## src/rtl/psd_pkg.sv

```systemverilog
`timescale 1ns/1ps
package psd_pkg;

  typedef enum logic [1:0] {
    MODE_LOW    = 2'd0,
    MODE_HIGH   = 2'd1,
    MODE_BYPASS = 2'd2
  } psd_mode_e;

  function automatic psd_mode_e decode_mode(input logic en_n, input logic ten);
    if (en_n)     return MODE_BYPASS;
    else if (ten) return MODE_HIGH;
    else          return MODE_LOW;
  endfunction

endpackage

```

## src/rtl/psd_prescaler.sv

```systemverilog
`timescale 1ns/1ps
module psd_prescaler
  import psd_pkg::*;
#(
  parameter int P_LOW  = 5,
  parameter int P_HIGH = 10
) (
  input  logic      clk,
  input  logic      rst,
  input  psd_mode_e mode,
  input  logic      long_cyc,
  output logic      wrap
);
  localparam int PRE_W = $clog2(P_HIGH + 1);
  localparam logic [PRE_W-1:0] LAST_LO = PRE_W'(P_LOW - 1);
  localparam logic [PRE_W-1:0] LAST_HI = PRE_W'(P_HIGH - 1);

  logic [PRE_W-1:0] cnt;
  logic [PRE_W-1:0] last;

  always_comb begin
    unique case (mode)
      MODE_HIGH: last = LAST_HI + {{(PRE_W-1){1'b0}}, long_cyc};
      MODE_LOW:  last = LAST_LO + {{(PRE_W-1){1'b0}}, long_cyc};
      default:   last = '0;
    endcase
  end

  assign wrap = (cnt == last);

  always_ff @(posedge clk) begin
    if (rst || wrap) cnt <= '0;
    else             cnt <= cnt + 1'b1;
  end
endmodule

```

## src/rtl/psd_swallow.sv

```systemverilog
`timescale 1ns/1ps
module psd_swallow #(
  parameter int A_W = 4
) (
  input  logic           clk,
  input  logic           rst,
  input  logic           load,
  input  logic [A_W-1:0] load_val,
  input  logic           step,
  output logic [A_W-1:0] cnt,
  output logic           long_cyc
);
  assign long_cyc = (cnt != '0);

  always_ff @(posedge clk) begin
    if (rst || load)           cnt <= load_val;
    else if (step && long_cyc) cnt <= cnt - 1'b1;
  end
endmodule

```

## src/rtl/psd_main.sv

```systemverilog
`timescale 1ns/1ps
module psd_main #(
  parameter int M_W = 9
) (
  input  logic           clk,
  input  logic           rst,
  input  logic           step,
  input  logic [M_W-1:0] limit,
  output logic           term
);
  logic [M_W-1:0] cnt;

  assign term = step && (cnt == limit);

  always_ff @(posedge clk) begin
    if (rst)       cnt <= '0;
    else if (step) cnt <= term ? '0 : cnt + 1'b1;
  end
endmodule

```

## src/rtl/psd_divider.sv

```systemverilog
`timescale 1ns/1ps
module psd_divider
  import psd_pkg::*;
#(
  parameter int M_W    = 9,
  parameter int A_W    = 4,
  parameter int P_LOW  = 5,
  parameter int P_HIGH = 10
) (
  input  logic           clk,
  input  logic           rst,
  input  logic [M_W-1:0] m_in,
  input  logic [A_W-1:0] a_in,
  input  logic           sel_ten,
  input  logic           pre_en_n,
  output logic           div_pulse
);
  psd_mode_e      cfg_mode;
  logic [M_W-1:0] cfg_m;
  logic [A_W-1:0] swal_cnt;
  logic           long_cyc;
  logic           pre_wrap;
  logic           period_end;

  always_ff @(posedge clk) begin
    if (rst || period_end) begin
      cfg_m    <= m_in;
      cfg_mode <= decode_mode(pre_en_n, sel_ten);
    end
  end

  psd_prescaler #(.P_LOW(P_LOW), .P_HIGH(P_HIGH)) u_pre (
    .clk      (clk),
    .rst      (rst),
    .mode     (cfg_mode),
    .long_cyc (long_cyc),
    .wrap     (pre_wrap)
  );

  psd_swallow #(.A_W(A_W)) u_swal (
    .clk      (clk),
    .rst      (rst),
    .load     (period_end),
    .load_val (a_in),
    .step     (pre_wrap),
    .cnt      (swal_cnt),
    .long_cyc (long_cyc)
  );

  psd_main #(.M_W(M_W)) u_main (
    .clk   (clk),
    .rst   (rst),
    .step  (pre_wrap),
    .limit (cfg_m),
    .term  (period_end)
  );

  always_ff @(posedge clk) begin
    if (rst) div_pulse <= 1'b0;
    else     div_pulse <= period_end;
  end
endmodule

```

## config.mk

```make
export PLATFORM = sky130hd
export DESIGN_NAME = psd_divider
export DESIGN_NICKNAME = d
export VERILOG_FILES = /design/src/rtl/psd_pkg.sv /design/src/rtl/psd_prescaler.sv /design/src/rtl/psd_swallow.sv /design/src/rtl/psd_main.sv /design/src/rtl/psd_divider.sv
export SDC_FILE = /design/constraint.sdc
export NUM_CORES = 1
export LEC_CHECK = 0
export BUFFER_PORTS_ARGS = -buffer_cell sky130_fd_sc_hd__buf_4
export CORE_UTILIZATION = 56
export DETAILED_ROUTE_END_ITERATION = 8
export PLACE_DENSITY = 0.78
export SLEW_MARGIN = 20
export SYNTH_ARGS = -nofsm -noshare
export SYNTH_HDL_FRONTEND = slang
export SYNTH_SLANG_ARGS = --single-unit
```

## constraint.sdc

```tcl
create_clock -name clk -period 3.3 [get_ports clk]
set_clock_uncertainty 0.15 [all_clocks]
set_input_delay 0.495 -clock clk [delete_from_list [all_inputs] [get_ports clk]]
set_output_delay 0.495 -clock clk [all_outputs]
set_load 0.02 [all_outputs]
```

; ---- Word-level counts from Yosys, hierarchy flattened
; Index checks and enable logic that the tools add are counted.
[classes]
n_reduce_logical = 7
eq_ne = 3
add_sub_neg = 5
n_mux = 5
[op_table]
columns = operator, n
row1 = "9-bit by 1-bit adder with 9-bit output, second input constant", 1
row2 = 9-bit equality test, 1
row3 = 9-bit two-way mux, 1
row4 = 4-bit two-way mux, 2
row5 = 4-bit one-hot mux with 2 select lines, 1
row6 = "3-bit by 1-bit adder with 4-bit output, first input constant", 1
row7 = "4-bit by 1-bit adder with 4-bit output, first input constant", 1
row8 = "4-bit by 1-bit adder with 4-bit output, second input constant", 1
row9 = 4-bit equality test, 1
row10 = 4-bit nonzero test, 1
row11 = "4-bit by 1-bit subtractor with 4-bit output, second input constant", 1
row12 = "2-bit by 1-bit equality test with 1-bit output, second input constant", 1
row13 = 1-bit logical AND, 2
row14 = 2-bit zero test, 1
row15 = 1-bit logical OR, 2
row16 = 2-bit nonzero test, 1
row17 = 1-bit two-way mux, 1
[totals]
wordCells = 26
regBits = 29

; ---- Longest topological paths before layout
; Gate-level depths: netlist of the first run.
[logic_depth]
depth_word = 7
mapped_depth = 9

; ---- Modules after synthesis
; A second synthesis of the first run with hierarchy kept.
[hier_totals]
hier_cells = 114
hier_area_um2 = 1346.3
[by_module_without_submodules]
columns = mod, cells_each, area_each_um2, n_inst, seq_area_each_um2
row1 = psd_main, 56, 508.0, 1, 180.2
row2 = psd_divider, 15, 369.1, 1, 350.3
row3 = psd_swallow, 21, 235.2, 1, 120.1
row4 = psd_prescaler, 22, 234.0, 1, 80.1

; ---- Worst setup path before layout of the first run
; Ideal clock, no wire load.
[synth_timing]
path_kind = reg2reg
startpoint = register u_swal.cnt[0]
endpoint = register cfg_m[0], enable pin
setup_ns = 0.340
path_buffers = 0
arrival_time_ns = 2.166
t_required_ns = 2.810
synth_period_minus_slack_ns = 2.656
path_stages_with_launch = 9
path_slack_ns = 0.644
cell_sequence = edfxtp_1 > inv_1 > ha_1 > or3b_4 > xnor2_1 > nor4b_1 > o21a_1 > a21oi_1 > inv_1
[synth_via]
elab_chain_len = 6
word_cells_on_any_way = 7
[synth_rtl]
columns = element, line_no
row1 = "start, declared", psd_swallow.sv:10  ; output logic [A_W-1:0] cnt,
row2 = "start signal, assigned", psd_swallow.sv:16  ; if (rst || load) cnt <= load_val;
row3 = "start signal, assigned", psd_swallow.sv:17  ; else if (step && long_cyc) cnt <= cnt - 1'b1;
row4 = 4-bit nonzero test (*), psd_swallow.sv:13  ; assign long_cyc = (cnt != '0);
row5 = 4-bit by 1-bit adder with 4-bit output or 3-bit by 1-bit adder with 4-bit output (tied branches), "psd_prescaler.sv:23, psd_prescaler.sv:24"
row6 = 4-bit one-hot mux with 2 select lines (*), psd_prescaler.sv:22  ; unique case (mode)
row7 = 4-bit equality test (*), psd_prescaler.sv:29  ; assign wrap = (cnt == last);
row8 = 1-bit logical AND (*), psd_main.sv:13  ; assign term = step && (cnt == limit);
row9 = 1-bit logical OR (*), psd_divider.sv:26  ; if (rst || period_end) begin
row10 = "end signal, assigned", psd_divider.sv:27  ; cfg_m <= m_in;
row11 = "end, declared", psd_divider.sv:19  ; logic [M_W-1:0] cfg_m;
; Every way passes the cells marked *; elsewhere a longest branch is shown, timed or not.
; A chain may end at the register's enable or synchronous reset.

; ---- Worst setup path in the final report of the first run
[layout_timing]
startpoint = register u_swal.cnt[0]
endpoint = register cfg_m[8], enable pin
; The elaborated chain is that of the path after synthesis.

==> out/qor.csv, run 1 <==
stage;metric;value;unit
synth;synthTopCellsByArea;edfxtp_1 32%, dfxtp_1 20%, xnor2_1 5.7%;
critical_path;reg2reg_depth;8;
synth;synth_cell_types;32;
floorplanning;rows;17;
drt;final_antenna_net_count;0;
global_route;grt_pass1_wl;3680;um
sta;fmax;347;MHz
power_and_ir_drop;power.leakage;0.588;nW
global_route;overflow;0;
synth;netlist_area;0.00140;mm2
cts;cts.repair.resized;0;
sta;tightest_slew;578;ps
layout;final_common_cell;buf_4;
cts;cts_tree;built;
cts;clock-sinks;29;
critical_path;path_common_cell;inv_1;
critical_path;crit_chain;inv_1, ha_1, or3b_4, xnor2_1, nor4b_1, o21a_1, a21oi_1, inv_1;
floorplanning;ios;18;
critical_path;arrival;2710;ps
synth;synth_compound_area_share;10.4;%
drt;firstDrtPassIters;4;
sta;finalWorstSetupSlack;418;ps
global_route;grt_pass1_vias;848;
synth;seq_area_frac_synth;52.4;%
floorplanning;core_area;0.00228;mm2
cts;clk_pin_slew;90;ps
job;maxCapViolCount;0;
place;place_ws;449;ps
place;post-place-cells;171;
layout;fin_cells;179;
synth;ys_warn_count;0;
cts;ctsHtreeMaxLevel;2;
synth;yosys-mux-area-fraction;3.86;%
critical_path;end_kind;register;
synth;synth_top_area_share;32.3;%
synth;synthAdderAreaFrac;2.69;%
power_and_ir_drop;ir_drop;0.343;mV
floorplanning;die_h;51.9;um
sta;tns;0;ps
cts;clockBufferDepth;2;
floorplanning;initial_core_util;61.3;%
cts;cts_buffers;5;
sta;maxSlewHeadroom;61.5;%
critical_path;path_class;reg2reg;
sta;hold_viol;0;
layout;seqCellArea;731;um2
drt;wl_per_cell;12.6;um
global_route;antenna_found_initial;0;
layout;nets;170;
critical_path;critPathMaxStageDelay;410;ps
drt;wirelength;2250;um
cts;root_buffer;clkbuf_4;
drt;via_per_inst;5.65;
layout;antenna_cells;0;
synth;syn_inst;128;
layout;syn_to_final_growth;14.9;%
drt;drtIter0Drc;18;
global_route;grt_usage;20.0;%
critical_path;slowest_stage;or3b_4;
power_and_ir_drop;p_per_area;445;mW/mm2
synth;synth-simple-area-share;19.7;%
place;gp_congestion;0.744;
cts;clk_latency;320;ps
synth;syn_avg_cell_area;10.9;um2
critical_path;required;3130;ps
place;dp.final_hpwl;1650;um
hold_path;holdCritPathClass;in2reg;
critical_path;rrSetupSlack;420;ps
floorplanning;die_area;0.00269;mm2
sta;setup_viol;0;
drt;dr_total_vias;1012;
layout;multi_input_area;634;um2
critical_path;start_kind;register;
synth;yosys.area.top_type;edfxtp_1;
run_status;status;finished, final reports clean;
global_route;grt_max_degree;20;
synth;synth_top_family_by_area;simple AND/OR/NAND/NOR gates;
sta;rsz0062_at_grt;false;
drt;route.detailed.drc;0;
cts;post_cts_buffers;0;
sta;fin_crit;2880;ps
cts;cts-hold-fix-buffers;0;
synth;synth-xor-area-share;8.79;%
hold_path;min_path_cells;1;
place;io_buffers;17;
layout;drive_gt1_share;19.9;%
layout;num-fill-cells;169;
critical_path;cp_max_fo;11;
floorplanning;die_x;51.9;um
sta;final.period_utilization;87.3;%
layout;final_core_util;70.4;%
layout;mostFrequentLayoutCells;18 x buf_4, 15 x edfxtp_1, 14 x dfxtp_1, 11 x nor2_1, 10 x a21oi_1;
synth;synth_seq_cells;29;
synth;syn_nets;148;
sta;slew_viol_final;0;
-- through the flow --
stage | hold WS, ps | power (W) | area [um2]
after floorplan | 320 | 0.000494 | 1400
after global routing | 171 | 0.000749 | 1600
after CTS | 185 | 0.000718 | 1600
after global placement | 336 | 0.000520 | 1550
final | 196 | 0.000713 | 1600
after detailed placement | 343 | 0.000525 | 1550
-- flip-flops by register name, summed over array words and instances (netlist names) --
register / count
cfg_mode: 2
cfg_m: 9
div_pulse: 1
u_main.cnt: 9
u_swal.cnt: 4
u_pre.cnt: 4
-- metal layers --
metal  wire length (um)  up-vias  GRT usage [%]  part of all wire [%]
met1               1040      473           24.3                    46
met2               1060       25           30.1                    47
met3                107        6           7.89                   4.8
met4                 38        0           10.8                   1.7
met5                  0        -              0                     0
li1                   -      508              -                     -
-- synthesized netlist by cell type (all sizes together) --
library cell	count
nor2	11
nand4b	1
xnor2	9
nor4b	1
or3	1
ha	3
xor2	5
a21oi	10
or4	3
edfxtp	15
or3b	1
mux2	3
o21ba	1
nand3	6
o21ai	9
o31ai	1
or4b	4
and3	2
nor2b	5
nor4	1
inv	5
mux2i	2
nand3b	1
o21a	1
dfxtp	14
o21bai	1
nand4	1
clkbuf	3
nor3	2
nand2	5
or2b	1
-- cell families after synthesis --
| kind of cell | count (synthesis) |
|---|---|
| mux | 5 |
| simple gates | 46 |
| xor+xnor | 14 |
| compound gates | 23 |
| flops | 29 |
| fa+ha+maj | 3 |
| buf+inv | 8 |
-- final timing paths --
path,endpoint,start
setup / recovery,cfg_m[8]$_DFFE_PP_,u_swal.cnt[0]$_DFFE_PP_
hold reg to reg,u_main.cnt[8]$_SDFFE_PP0N_,u_main.cnt[8]$_SDFFE_PP0N_
setup reg to reg,cfg_m[8]$_DFFE_PP_,u_swal.cnt[0]$_DFFE_PP_
hold / removal,cfg_m[1]$_DFFE_PP_,m_in[1]
-- where the power goes --
| group | internal [W] | switching [W] | total (W) |
|---|---|---|---|
| Sequential | 0.000406 | 0.0000210 | 0.000427 |
| Clock | 0.0000817 | 0.000115 | 0.000197 |
| Combinational | 0.0000477 | 0.0000423 | 0.0000900 |
| Total | 0.000535 | 0.000178 | 0.000713 |
-- worst max-delay path, delay by kind of cell, from the launching register on --
| family | cells | cell delay (ps) |
|---|---|---|
| AO/OA/AOI/OAI | 2 | 420 |
| buffers and inverters | 2 | 440 |
| adder cells (fa/ha/maj) | 1 | 170 |
| XOR/XNOR | 1 | 140 |
| AND/OR/NAND/NOR | 2 | 820 |
| flip-flops | 1 | 400 |
-- cell type report --
| type | instances | area share, % |
|---|---|---|
| well taps | 28 | 2.19 |
| repair buffers | 18 | 8.43 |
| clock buffers | 7 | 2.81 |
| flip-flops and latches | 29 | 45.6 |
| clock inverters | 1 | 0.234 |
| multi-input cells | 91 | 39.6 |
| inverters | 5 | 1.17 |
(Power assumes the default switching activity.)
==> run 2, diff against run 1 <==
- RECOVER_POWER: not set -> 25
==> run 2 against run 1 <==
- first-iteration DRC count did not move
- routed wire length is 0.18% lower
- clock power barely moved
- critical path depth stayed put
- via count about the same
- sequential share of layout area stayed put
- count of clock-buffer cells in the layout unchanged
- die area unchanged
- critical path type unchanged
- highest routed layer unchanged
==> out/qor.csv, run 2 (synthesis results as in run 1) <==
stage;metric;value;unit
cts;clockBufferDepth;2;
drt;via_per_inst;5.66;
layout;syn_to_final_growth;14.9;%
critical_path;required;3130;ps
cts;clk_latency;320;ps
global_route;grt_pass1_vias;848;
cts;clock-sinks;29;
cts;clk_pin_slew;90;ps
layout;mostFrequentLayoutCells;16 x clkbuf_4, 15 x edfxtp_1, 14 x dfxtp_1, 11 x nor2_1, 10 x a21oi_1;
cts;cts-hold-fix-buffers;0;
power_and_ir_drop;power.leakage;0.585;nW
critical_path;arrival;2710;ps
drt;dr_total_vias;1013;
layout;multi_input_area;634;um2
layout;antenna_cells;0;
floorplanning;initial_core_util;61.3;%
critical_path;crit_chain;inv_1, ha_1, or3b_4, xnor2_1, nor4b_1, o21a_1, a21oi_1, inv_1;
critical_path;critical_path.top_delay_family;simple AND/OR/NAND/NOR gates;
global_route;overflow;0;
sta;maxSlewHeadroom;61.5;%
drt;firstDrtPassIters;4;
sta;finalWorstSetupSlack;417;ps
job;maxCapViolCount;0;
floorplanning;die_h;51.9;um
global_route;grt_max_degree;20;
critical_path;critPathMaxStageDelay;410;ps
drt;wl_per_cell;12.5;um
hold_path;holdCritPathClass;in2reg;
floorplanning;ios;18;
layout;num-fill-cells;169;
drt;route.detailed.drc;0;
drt;drtIter0Drc;18;
cts;post_cts_buffers;0;
critical_path;path_buf_inv;2;
sta;tns;0;ps
global_route;antenna_found_initial;0;
sta;fmax;347;MHz
power_and_ir_drop;ir_drop;0.342;mV
critical_path;start_kind;register;
cts;cts.repair.resized;0;
layout;nets;170;
layout;seqCellArea;731;um2
run_status;status;finished, final reports clean;
sta;tightest_slew;578;ps
critical_path;cp_max_fo;11;
critical_path;path_class;reg2reg;
layout;reg.largest.list;cfg_m: 9 flops, u_main.cnt: 9 flops;
sta;hold_viol;0;
critical_path;end_kind;register;
sta;fin_crit;2880;ps
layout;drive_gt1_share;19.9;%
power_and_ir_drop;p_per_area;445;mW/mm2
critical_path;slowest_stage;or3b_4;
global_route;grt_pass1_wl;3680;um
floorplanning;die_x;51.9;um
layout;final_common_cell;clkbuf_4;
cts;cts_tree;built;
sta;slew_viol_final;0;
sta;final.period_utilization;87.4;%
global_route;grt_usage;20.0;%
place;gp_congestion;0.744;
floorplanning;core_area;0.00228;mm2
place;io_buffers;17;
critical_path;path_common_cell;inv_1;
drt;final_antenna_net_count;0;
sta;setup_viol;0;
cts;root_buffer;clkbuf_4;
sta;rsz0062_at_grt;false;
floorplanning;rows;17;
floorplanning;die_area;0.00269;mm2
drt;wirelength;2250;um
place;dp.final_hpwl;1650;um
cts;cts_buffers;5;
cts;ctsHtreeMaxLevel;2;
place;place_ws;449;ps
-- run 2: through the flow --
stage          hold slack [ps]  instances  total power [W]  cell area (um2)  util [%]
4_1_cts                    185        179         0.000718             1600      70.4
6_report                   217        179         0.000713             1600      70.4
2_1_floorplan              320        128         0.000494             1400         -
3_3_place_gp               336        171         0.000520             1550      68.3
3_5_place_dp               343        171         0.000525             1550      68.3
5_1_grt                    193        179         0.000748             1600      70.4
-- run 2: worst paths after layout --
path | start | cells past startpoint | slack [ps] | endpoint
hold reg to reg | u_main.cnt[8]$_SDFFE_PP0N_ | 2 | 360 | u_main.cnt[8]$_SDFFE_PP0N_
hold / removal | m_in[0] | 1 | 220 | cfg_m[0]$_DFFE_PP_
setup reg to reg | u_swal.cnt[0]$_DFFE_PP_ | 8 | 420 | cfg_m[8]$_DFFE_PP_
setup / recovery | u_swal.cnt[0]$_DFFE_PP_ | 8 | 420 | cfg_m[8]$_DFFE_PP_
-- run 2: cell type report --
| cell class | instances | share of cell area (%) |
|---|---|---|
| Clock buffer | 7 | 2.81 |
| Clock inverter | 1 | 0.234 |
| Inverter | 5 | 1.17 |
| Multi-Input combinational cell | 91 | 39.6 |
| Sequential cell | 29 | 45.6 |
| Tap cell | 28 | 2.19 |
| Timing Repair Buffer | 18 | 8.43 |
-- run 2: report_power, final --
group          internal, W  switching [W]
sequential        0.000406      0.0000210
combinational    0.0000470      0.0000423
clock            0.0000817       0.000115
-- run 2: routing by layer --
metal	vias to the layer above	routed length, um	track usage (%)
met5	-	0	0
met4	0	38	10.8
met3	6	113	7.89
met2	25	1050	30.1
met1	474	1040	24.3
li1	508	-	-
